File: src/rtl/cbm_pkg.sv
`timescale 1ns/1ps
package cbm_pkg;

    // Write region selected by address bits [14:13] (bit 15 must be 0)
    typedef enum logic [1:0] {
        RGN_RAM_GATE  = 2'd0,
        RGN_LOW_SEL   = 2'd1,
        RGN_HIGH_SEL  = 2'd2,
        RGN_MODE      = 2'd3
    } region_e;

    // Mapping mode state machine
    typedef enum logic {
        MODE_ROM_ONLY = 1'b0,
        MODE_SPLIT    = 1'b1
    } map_mode_e;

    // One strobe per write region
    typedef struct packed {
        logic gate;
        logic low;
        logic high;
        logic mode;
    } wr_strobe_t;

    localparam logic [7:0] GATE_ON  = 8'h0A;
    localparam logic [7:0] GATE_OFF = 8'h00;

    localparam int LOW_W  = 5;
    localparam int HIGH_W = 2;
    localparam int RAW_W  = LOW_W + HIGH_W;

endpackage

File: src/rtl/cbm_decode.sv
`timescale 1ns/1ps
module cbm_decode
    import cbm_pkg::*;
(
    input  logic        clk,
    input  logic        rst_n,
    input  logic        wr_en,
    input  logic [15:0] wr_addr,
    output wr_strobe_t  strobe
);

    region_e rgn;
    logic    in_range;
    logic    offset_unused;

    assign offset_unused = ^wr_addr[12:0];

    always_comb begin
        rgn      = region_e'(wr_addr[14:13]);
        in_range = wr_en && !wr_addr[15];
        strobe   = '0;
        if (in_range) begin
            unique case (rgn)
                RGN_RAM_GATE: strobe.gate = 1'b1;
                RGN_LOW_SEL:  strobe.low  = 1'b1;
                RGN_HIGH_SEL: strobe.high = 1'b1;
                RGN_MODE:     strobe.mode = 1'b1;
                default:      strobe      = '0;
            endcase
        end
    end

    AST_ONE_REGION: assert property (@(posedge clk) disable iff (!rst_n)
        $onehot0(strobe));

    AST_UPPER_HALF_SILENT: assert property (@(posedge clk) disable iff (!rst_n)
        (wr_addr[15] || !wr_en) |-> (strobe == '0));

endmodule

File: src/rtl/cbm_fields.sv
`timescale 1ns/1ps
module cbm_fields
    import cbm_pkg::*;
(
    input  logic              clk,
    input  logic              rst_n,
    input  logic              stride4,
    input  wr_strobe_t        strobe,
    input  logic [7:0]        wr_data,
    output logic [LOW_W-1:0]  low_d,
    output logic [HIGH_W-1:0] high_d,
    output logic [HIGH_W-1:0] lo_sel_d,
    output logic [HIGH_W-1:0] ram_bank_q,
    output logic              ram_en_q,
    output map_mode_e         mode_q
);

    map_mode_e         mode_d;
    logic [LOW_W-1:0]  low_q;
    logic [HIGH_W-1:0] high_q;
    logic [HIGH_W-1:0] lo_sel_q;
    logic [HIGH_W-1:0] ram_bank_d;
    logic              ram_en_d;
    logic [LOW_W-1:0]  low_sub;
    logic [LOW_W-1:0]  low_masked;

    // Zero-to-one substitution happens before the stride mask
    always_comb begin
        low_sub    = (wr_data[LOW_W-1:0] == '0) ? LOW_W'(1) : wr_data[LOW_W-1:0];
        low_masked = stride4 ? {1'b0, low_sub[LOW_W-2:0]} : low_sub;
    end

    // State register for the mapping mode
    always_ff @(posedge clk or negedge rst_n) begin
        if (!rst_n) mode_q <= MODE_ROM_ONLY;
        else        mode_q <= mode_d;
    end

    // Next-state logic
    always_comb begin
        mode_d = mode_q;
        unique case (mode_q)
            MODE_ROM_ONLY: if (strobe.mode && wr_data[0])  mode_d = MODE_SPLIT;
            MODE_SPLIT:    if (strobe.mode && !wr_data[0]) mode_d = MODE_ROM_ONLY;
            default:       mode_d = MODE_ROM_ONLY;
        endcase
    end

    // Field updates driven by the region strobes and the current mode
    always_comb begin
        low_d      = low_q;
        high_d     = high_q;
        lo_sel_d   = lo_sel_q;
        ram_bank_d = ram_bank_q;
        ram_en_d   = ram_en_q;
        if (strobe.gate) begin
            if (wr_data == GATE_ON)       ram_en_d = 1'b1;
            else if (wr_data == GATE_OFF) ram_en_d = 1'b0;
        end
        if (strobe.low) low_d = low_masked;
        if (strobe.high) begin
            high_d = wr_data[HIGH_W-1:0];
            if (mode_q == MODE_SPLIT) begin
                lo_sel_d   = wr_data[HIGH_W-1:0];
                ram_bank_d = wr_data[HIGH_W-1:0];
            end
        end
        if (strobe.mode) begin
            if (wr_data[0]) begin
                lo_sel_d = high_q;
            end else begin
                lo_sel_d   = '0;
                ram_bank_d = '0;
            end
        end
    end

    always_ff @(posedge clk or negedge rst_n) begin
        if (!rst_n) begin
            low_q      <= LOW_W'(1);
            high_q     <= '0;
            lo_sel_q   <= '0;
            ram_bank_q <= '0;
            ram_en_q   <= 1'b0;
        end else begin
            low_q      <= low_d;
            high_q     <= high_d;
            lo_sel_q   <= lo_sel_d;
            ram_bank_q <= ram_bank_d;
            ram_en_q   <= ram_en_d;
        end
    end

    AST_LOW_NONZERO: assert property (@(posedge clk) disable iff (!rst_n)
        !stride4 |-> (low_q != '0));

    AST_RAMEN_HOLD: assert property (@(posedge clk) disable iff (!rst_n)
        (strobe.gate && wr_data != GATE_ON && wr_data != GATE_OFF) |=> $stable(ram_en_q));

    AST_GATE_ON_SETS: assert property (@(posedge clk) disable iff (!rst_n)
        (strobe.gate && wr_data == GATE_ON) |=> ram_en_q);

endmodule

File: src/rtl/cbm_wrap.sv
`timescale 1ns/1ps
module cbm_wrap
    import cbm_pkg::*;
#(
    parameter int ROM_BANKS     = 64,
    parameter int BANK_W        = 6,
    parameter bit FORCE_NONZERO = 1'b0
) (
    input  logic              stride4,
    input  logic [HIGH_W-1:0] high,
    input  logic [LOW_W-1:0]  low,
    output logic [BANK_W-1:0] bank
);

    localparam logic [BANK_W-1:0] MASK = BANK_W'(ROM_BANKS - 1);

    logic [RAW_W-1:0]  raw;
    logic [BANK_W-1:0] masked;

    // Place the high field above a 4- or 5-bit low field
    assign raw = stride4 ? {1'b0, high, low[LOW_W-2:0]} : {high, low};

    generate
        if (BANK_W >= RAW_W) begin : g_wide
            assign masked = BANK_W'(raw) & MASK;
        end else begin : g_narrow
            logic drop_unused;
            assign drop_unused = ^raw[RAW_W-1:BANK_W];
            assign masked = raw[BANK_W-1:0] & MASK;
        end

        if (FORCE_NONZERO) begin : g_nonzero
            assign bank = (masked == '0) ? BANK_W'(1) : masked;
        end else begin : g_plain
            assign bank = masked;
        end
    endgenerate

endmodule

File: src/rtl/cart_bank_mapper.sv
`timescale 1ns/1ps
module cart_bank_mapper
    import cbm_pkg::*;
#(
    parameter int ROM_BANKS = 64,
    localparam int BANK_W   = (ROM_BANKS > 2) ? $clog2(ROM_BANKS) : 1
) (
    input  logic              clk,
    input  logic              rst_n,
    input  logic              stride4_cfg,
    input  logic              wr_en,
    input  logic [15:0]       wr_addr,
    input  logic [7:0]        wr_data,
    output logic [BANK_W-1:0] hi_bank_o,
    output logic [BANK_W-1:0] lo_bank_o,
    output logic [1:0]        ram_bank_o,
    output logic              ram_en_o
);

    wr_strobe_t        strobe;
    logic [LOW_W-1:0]  low_d;
    logic [HIGH_W-1:0] high_d;
    logic [HIGH_W-1:0] lo_sel_d;
    map_mode_e         mode_q;
    logic [BANK_W-1:0] hi_next;
    logic [BANK_W-1:0] lo_next;

    cbm_decode u_decode (
        .clk     (clk),
        .rst_n   (rst_n),
        .wr_en   (wr_en),
        .wr_addr (wr_addr),
        .strobe  (strobe)
    );

    cbm_fields u_fields (
        .clk        (clk),
        .rst_n      (rst_n),
        .stride4    (stride4_cfg),
        .strobe     (strobe),
        .wr_data    (wr_data),
        .low_d      (low_d),
        .high_d     (high_d),
        .lo_sel_d   (lo_sel_d),
        .ram_bank_q (ram_bank_o),
        .ram_en_q   (ram_en_o),
        .mode_q     (mode_q)
    );

    cbm_wrap #(.ROM_BANKS(ROM_BANKS), .BANK_W(BANK_W), .FORCE_NONZERO(1'b1)) u_wrap_hi (
        .stride4 (stride4_cfg),
        .high    (high_d),
        .low     (low_d),
        .bank    (hi_next)
    );

    cbm_wrap #(.ROM_BANKS(ROM_BANKS), .BANK_W(BANK_W), .FORCE_NONZERO(1'b0)) u_wrap_lo (
        .stride4 (stride4_cfg),
        .high    (lo_sel_d),
        .low     ('0),
        .bank    (lo_next)
    );

    // Registered bank outputs, loaded from the next field values
    always_ff @(posedge clk or negedge rst_n) begin
        if (!rst_n) begin
            hi_bank_o <= BANK_W'(1);
            lo_bank_o <= '0;
        end else begin
            hi_bank_o <= hi_next;
            lo_bank_o <= lo_next;
        end
    end

    AST_HI_NONZERO: assert property (@(posedge clk) disable iff (!rst_n)
        hi_bank_o != '0);

    AST_ROM_ONLY_PINNED: assert property (@(posedge clk) disable iff (!rst_n)
        (mode_q == MODE_ROM_ONLY) |-> (lo_bank_o == '0 && ram_bank_o == '0));

    AST_MODE_WR_HI_STEADY: assert property (@(posedge clk) disable iff (!rst_n)
        strobe.mode |=> $stable(hi_bank_o));

    AST_HIGH_HALF_IGNORED: assert property (@(posedge clk) disable iff (!rst_n)
        (wr_en && wr_addr[15]) |=> ($stable(hi_bank_o) && $stable(lo_bank_o)
                                    && $stable(ram_bank_o) && $stable(ram_en_o)));

endmodule

File: config.mk
export PLATFORM = sky130hd
export DESIGN_NAME = cart_bank_mapper
export DESIGN_NICKNAME = d
export VERILOG_FILES = /design/src/rtl/cbm_pkg.sv /design/src/rtl/cbm_decode.sv /design/src/rtl/cbm_fields.sv /design/src/rtl/cbm_wrap.sv /design/src/rtl/cart_bank_mapper.sv
export SDC_FILE = /design/constraint.sdc
export NUM_CORES = 1
export LEC_CHECK = 0
export ABC_AREA = 1
export ABC_CLOCK_PERIOD_IN_PS = 2220
export CAP_MARGIN = 20
export CORE_ASPECT_RATIO = 0.8
export CORE_MARGIN = 8
export CORE_UTILIZATION = 45
export DETAILED_ROUTE_END_ITERATION = 8
export PLACE_DENSITY = 0.9
export SLEW_MARGIN = 30
export SYNTH_ARGS = -nofsm -noshare
export SYNTH_HDL_FRONTEND = slang
export SYNTH_HIERARCHICAL = 1
export SYNTH_SLANG_ARGS = --single-unit
File: constraint.sdc
create_clock -name clk -period 2.22 [get_ports clk]
set_input_delay 0.555 -clock clk [delete_from_list [all_inputs] [get_ports clk]]
set_output_delay 0.555 -clock clk [all_outputs]
set_load 0.005 [all_outputs]
==> results.yml <==
layout:
  final_common_cell: "nand2_1"
  fin_nets: 185
  final_cell_mix: "nand2_1, clkdlybuf4s50_1, dfrtp_1, inv_1, nor2_1"
  area_delta_synth_final_pct: 32.2
  multiInputGateArea_um2: 324
  seq_area_um2: 628
  layout-drive-gt1-share_pct: 7.69
  antenna_cells: 0
  fillers: 178
worst_hold_path:
  hold-path-cell-count: 2
  min_from: "u_fields/low_q[4]$_DFF_PN0_"
  hold_path_end: "u_fields/low_q[4]$_DFF_PN0_"
  min_path_type: "register to register"
synthesis:
  synth_largest_area_cell: "dfrtp_1"
  syn_area_per_cell_um2: 8.53
  yosys.area.top_type_share_pct: 54.4
  syn_inst: 124
  yosysUniqueCellTypes: 20
  syn-cell-area_um2: 1060
  ys_warn_count: 6
  synthTopCellsByArea: "dfrtp_1, nand2_1, inv_1"
  ys_seq_area_share_pct: 59.4
  ys_ff_latch: 25
drt:
  first_pass_iters: 4
  drtAntennaViolNets: 0
  vias: 874
  totalWireLength_mm: 2.42
  drt_iter0_drc: 47
  drc: 0
  avgRoutedWirePerCell_um: 13.3
  vias_per_cell: 4.83
clock_network:
  ctsHoldBuffers: 0
  ctsHtreeMaxLevel: 1
  post_cts_buffers: 0
  clockRootBuffer: "clkbuf_4"
  clock_sink_count: 25
  ctsLongestPathBuffers: 2
  cts_tree: "yes"
  cts-resized-gates: 0
  clk_pin_slew_ns: 0.13
  clock_latency_ns: 0.32
  cts_buffers: 3
floorplan:
  dieWidth_um: 70.2
  die_area_um2: 4170
  initial_utilization_pct: 48.1
  coreArea_um2: 2200
  fp.dieH_um: 59.4
  io_pins: 43
  num_rows: 15
power_and_ir_drop:
  leakage_nw: 0.713
  design_power_total_mw: 1.03
  ir_drop_uv: 618
  pwr_density_cell_nw_per_um2: 738
setup_path:
  start_kind: "register"
  r2r_end: "hi_bank_o[0]$_DFF_PN1_"
  reg2reg_depth: 7
  crit_arrival_ns: 1.35
  end_kind: "output pin"
  cp.buffers_inverters: 1
  path_class: "register to output pin"
  path_cells: "clkdlybuf4s50_1"
  r2r_start: "u_fields/high_q[0]$_DFF_PN0_"
  r2r_slack_ns: 1.12
  crit_family: "flip-flops"
  max_stage_delay_ns: 0.54
  cp_data_required_time_ns: 1.66
  cp_max_fo: 1
  critPathSlowestCell: "dfstp_2"
grt:
  grt_pass1_vias: 933
  grt_pass1_wl_mm: 4.04
  antenna_found_initial: 0
  grt_start_max_net_pins: 26
  track_usage_pct: 12.1
  grt_overflow: 0
timing:
  fin_crit_ns: 1.91
  finClkSkew_ns: 0.00598
  hold_viol: 0
  setup_violations: 0
  finalCritPeriodShare_pct: 85.9
  tns_ns: 0
  drv_slew: 0
  rsz0062_at_grt: "no"
  timing.fmax_ghz: 0.525
  whs_ns: 0.501
placed_design:
  globalplace.congestion: 0.807
  io_buffers: 29
  place_hpwl_mm: 1.87
status:
  status: "finished clean"
run:
  cap_violations: 0
[power by group]
| group | switching [mW] | internal, mW |
|---|---|---|
| Sequential | 0.0273 | 0.538 |
| Combinational | 0.123 | 0.134 |
| Clock | 0.140 | 0.0689 |
| Total | 0.290 | 0.741 |
[cell families (layout without fill, tap and decap cells)]
logic type	Yosys count	after routing	share of synthesized area [%]
flops	25	25	59.4
other cells	1	5	0.355
compound gates	11	11	6.15
buf+inv	28	56	11.4
simple gates	59	59	22.7
[worst max path at each step]
| stage | from | end | slack (ns) | depth (start not counted) |
|---|---|---|---|---|
| CTS | hi_bank_o[0]$_DFF_PN1_ | hi_bank_o[0] | 0.29 | 1 |
| detailed placement | wr_addr[13] | lo_bank_o[5]$_DFF_PN0_ | 0.03 | 11 |
| floorplan | wr_addr[15] | hi_bank_o[0]$_DFF_PN1_ | 0.63 | 10 |
| global placement | wr_en | lo_bank_o[4]$_DFF_PN0_ | 0.13 | 9 |
| global route | wr_addr[13] | lo_bank_o[5]$_DFF_PN0_ | 0.20 | 11 |
| finish | hi_bank_o[0]$_DFF_PN1_ | hi_bank_o[0] | 0.31 | 1 |
[flip-flops by register name, indices dropped and copies added, names as in the netlist, named ones only]
| name | flops |
|---|---|
| lo_bank_o | 6 |
| u_fields/ram_bank_q | 2 |
| u_fields/low_q | 5 |
| hi_bank_o | 6 |
| u_fields/ram_en_q | 1 |
| u_fields/high_q | 2 |
| u_fields/lo_sel_q | 2 |
[cell usage after synthesis]
cell type	instances
a21oi_1	2
dfstp_2	2
nand3_1	4
o31ai_1	1
nor2_1	11
nand2_1	39
inv_2	1
and3_1	1
o22ai_1	2
buf_4	4
conb_1	1
o21bai_1	1
inv_1	20
nand3b_1	1
a22oi_1	1
dfrtp_1	23
nor2_2	1
o21ai_0	4
nand2_2	2
clkbuf_1	3
[metrics by stage]
step / util [%] / setup WS (ns) / area, µm² / std cells
after floorplan: - / 0.627 / 1070 / 128
after global placement: 62.3 / 0.132 / 1370 / 177
after detailed placement: 62.3 / 0.0261 / 1370 / 177
after CTS: 63.6 / 0.294 / 1400 / 181
after global routing: 63.6 / 0.199 / 1400 / 181
final: 63.6 / 0.314 / 1400 / 181
[area by class of cell]
class,instances,share of cell area (%)
Multi-Input combinational cell,75,23.2
Inverter,21,5.64
Timing Repair Buffer,31,21.8
Tap cell,25,2.24
Sequential cell,25,44.9
Clock buffer,3,1.61
Clock inverter,1,0.537
[per-layer routing]
metal	up-vias	routed length, µm	global-route usage, %
met5	-	0	0
met4	0	12	3.43
met3	2	256	7.37
met2	35	1200	21.1
met1	413	945	12.0
li1	424	-	-
Note: power is estimated with default switching activity, not from simulation.
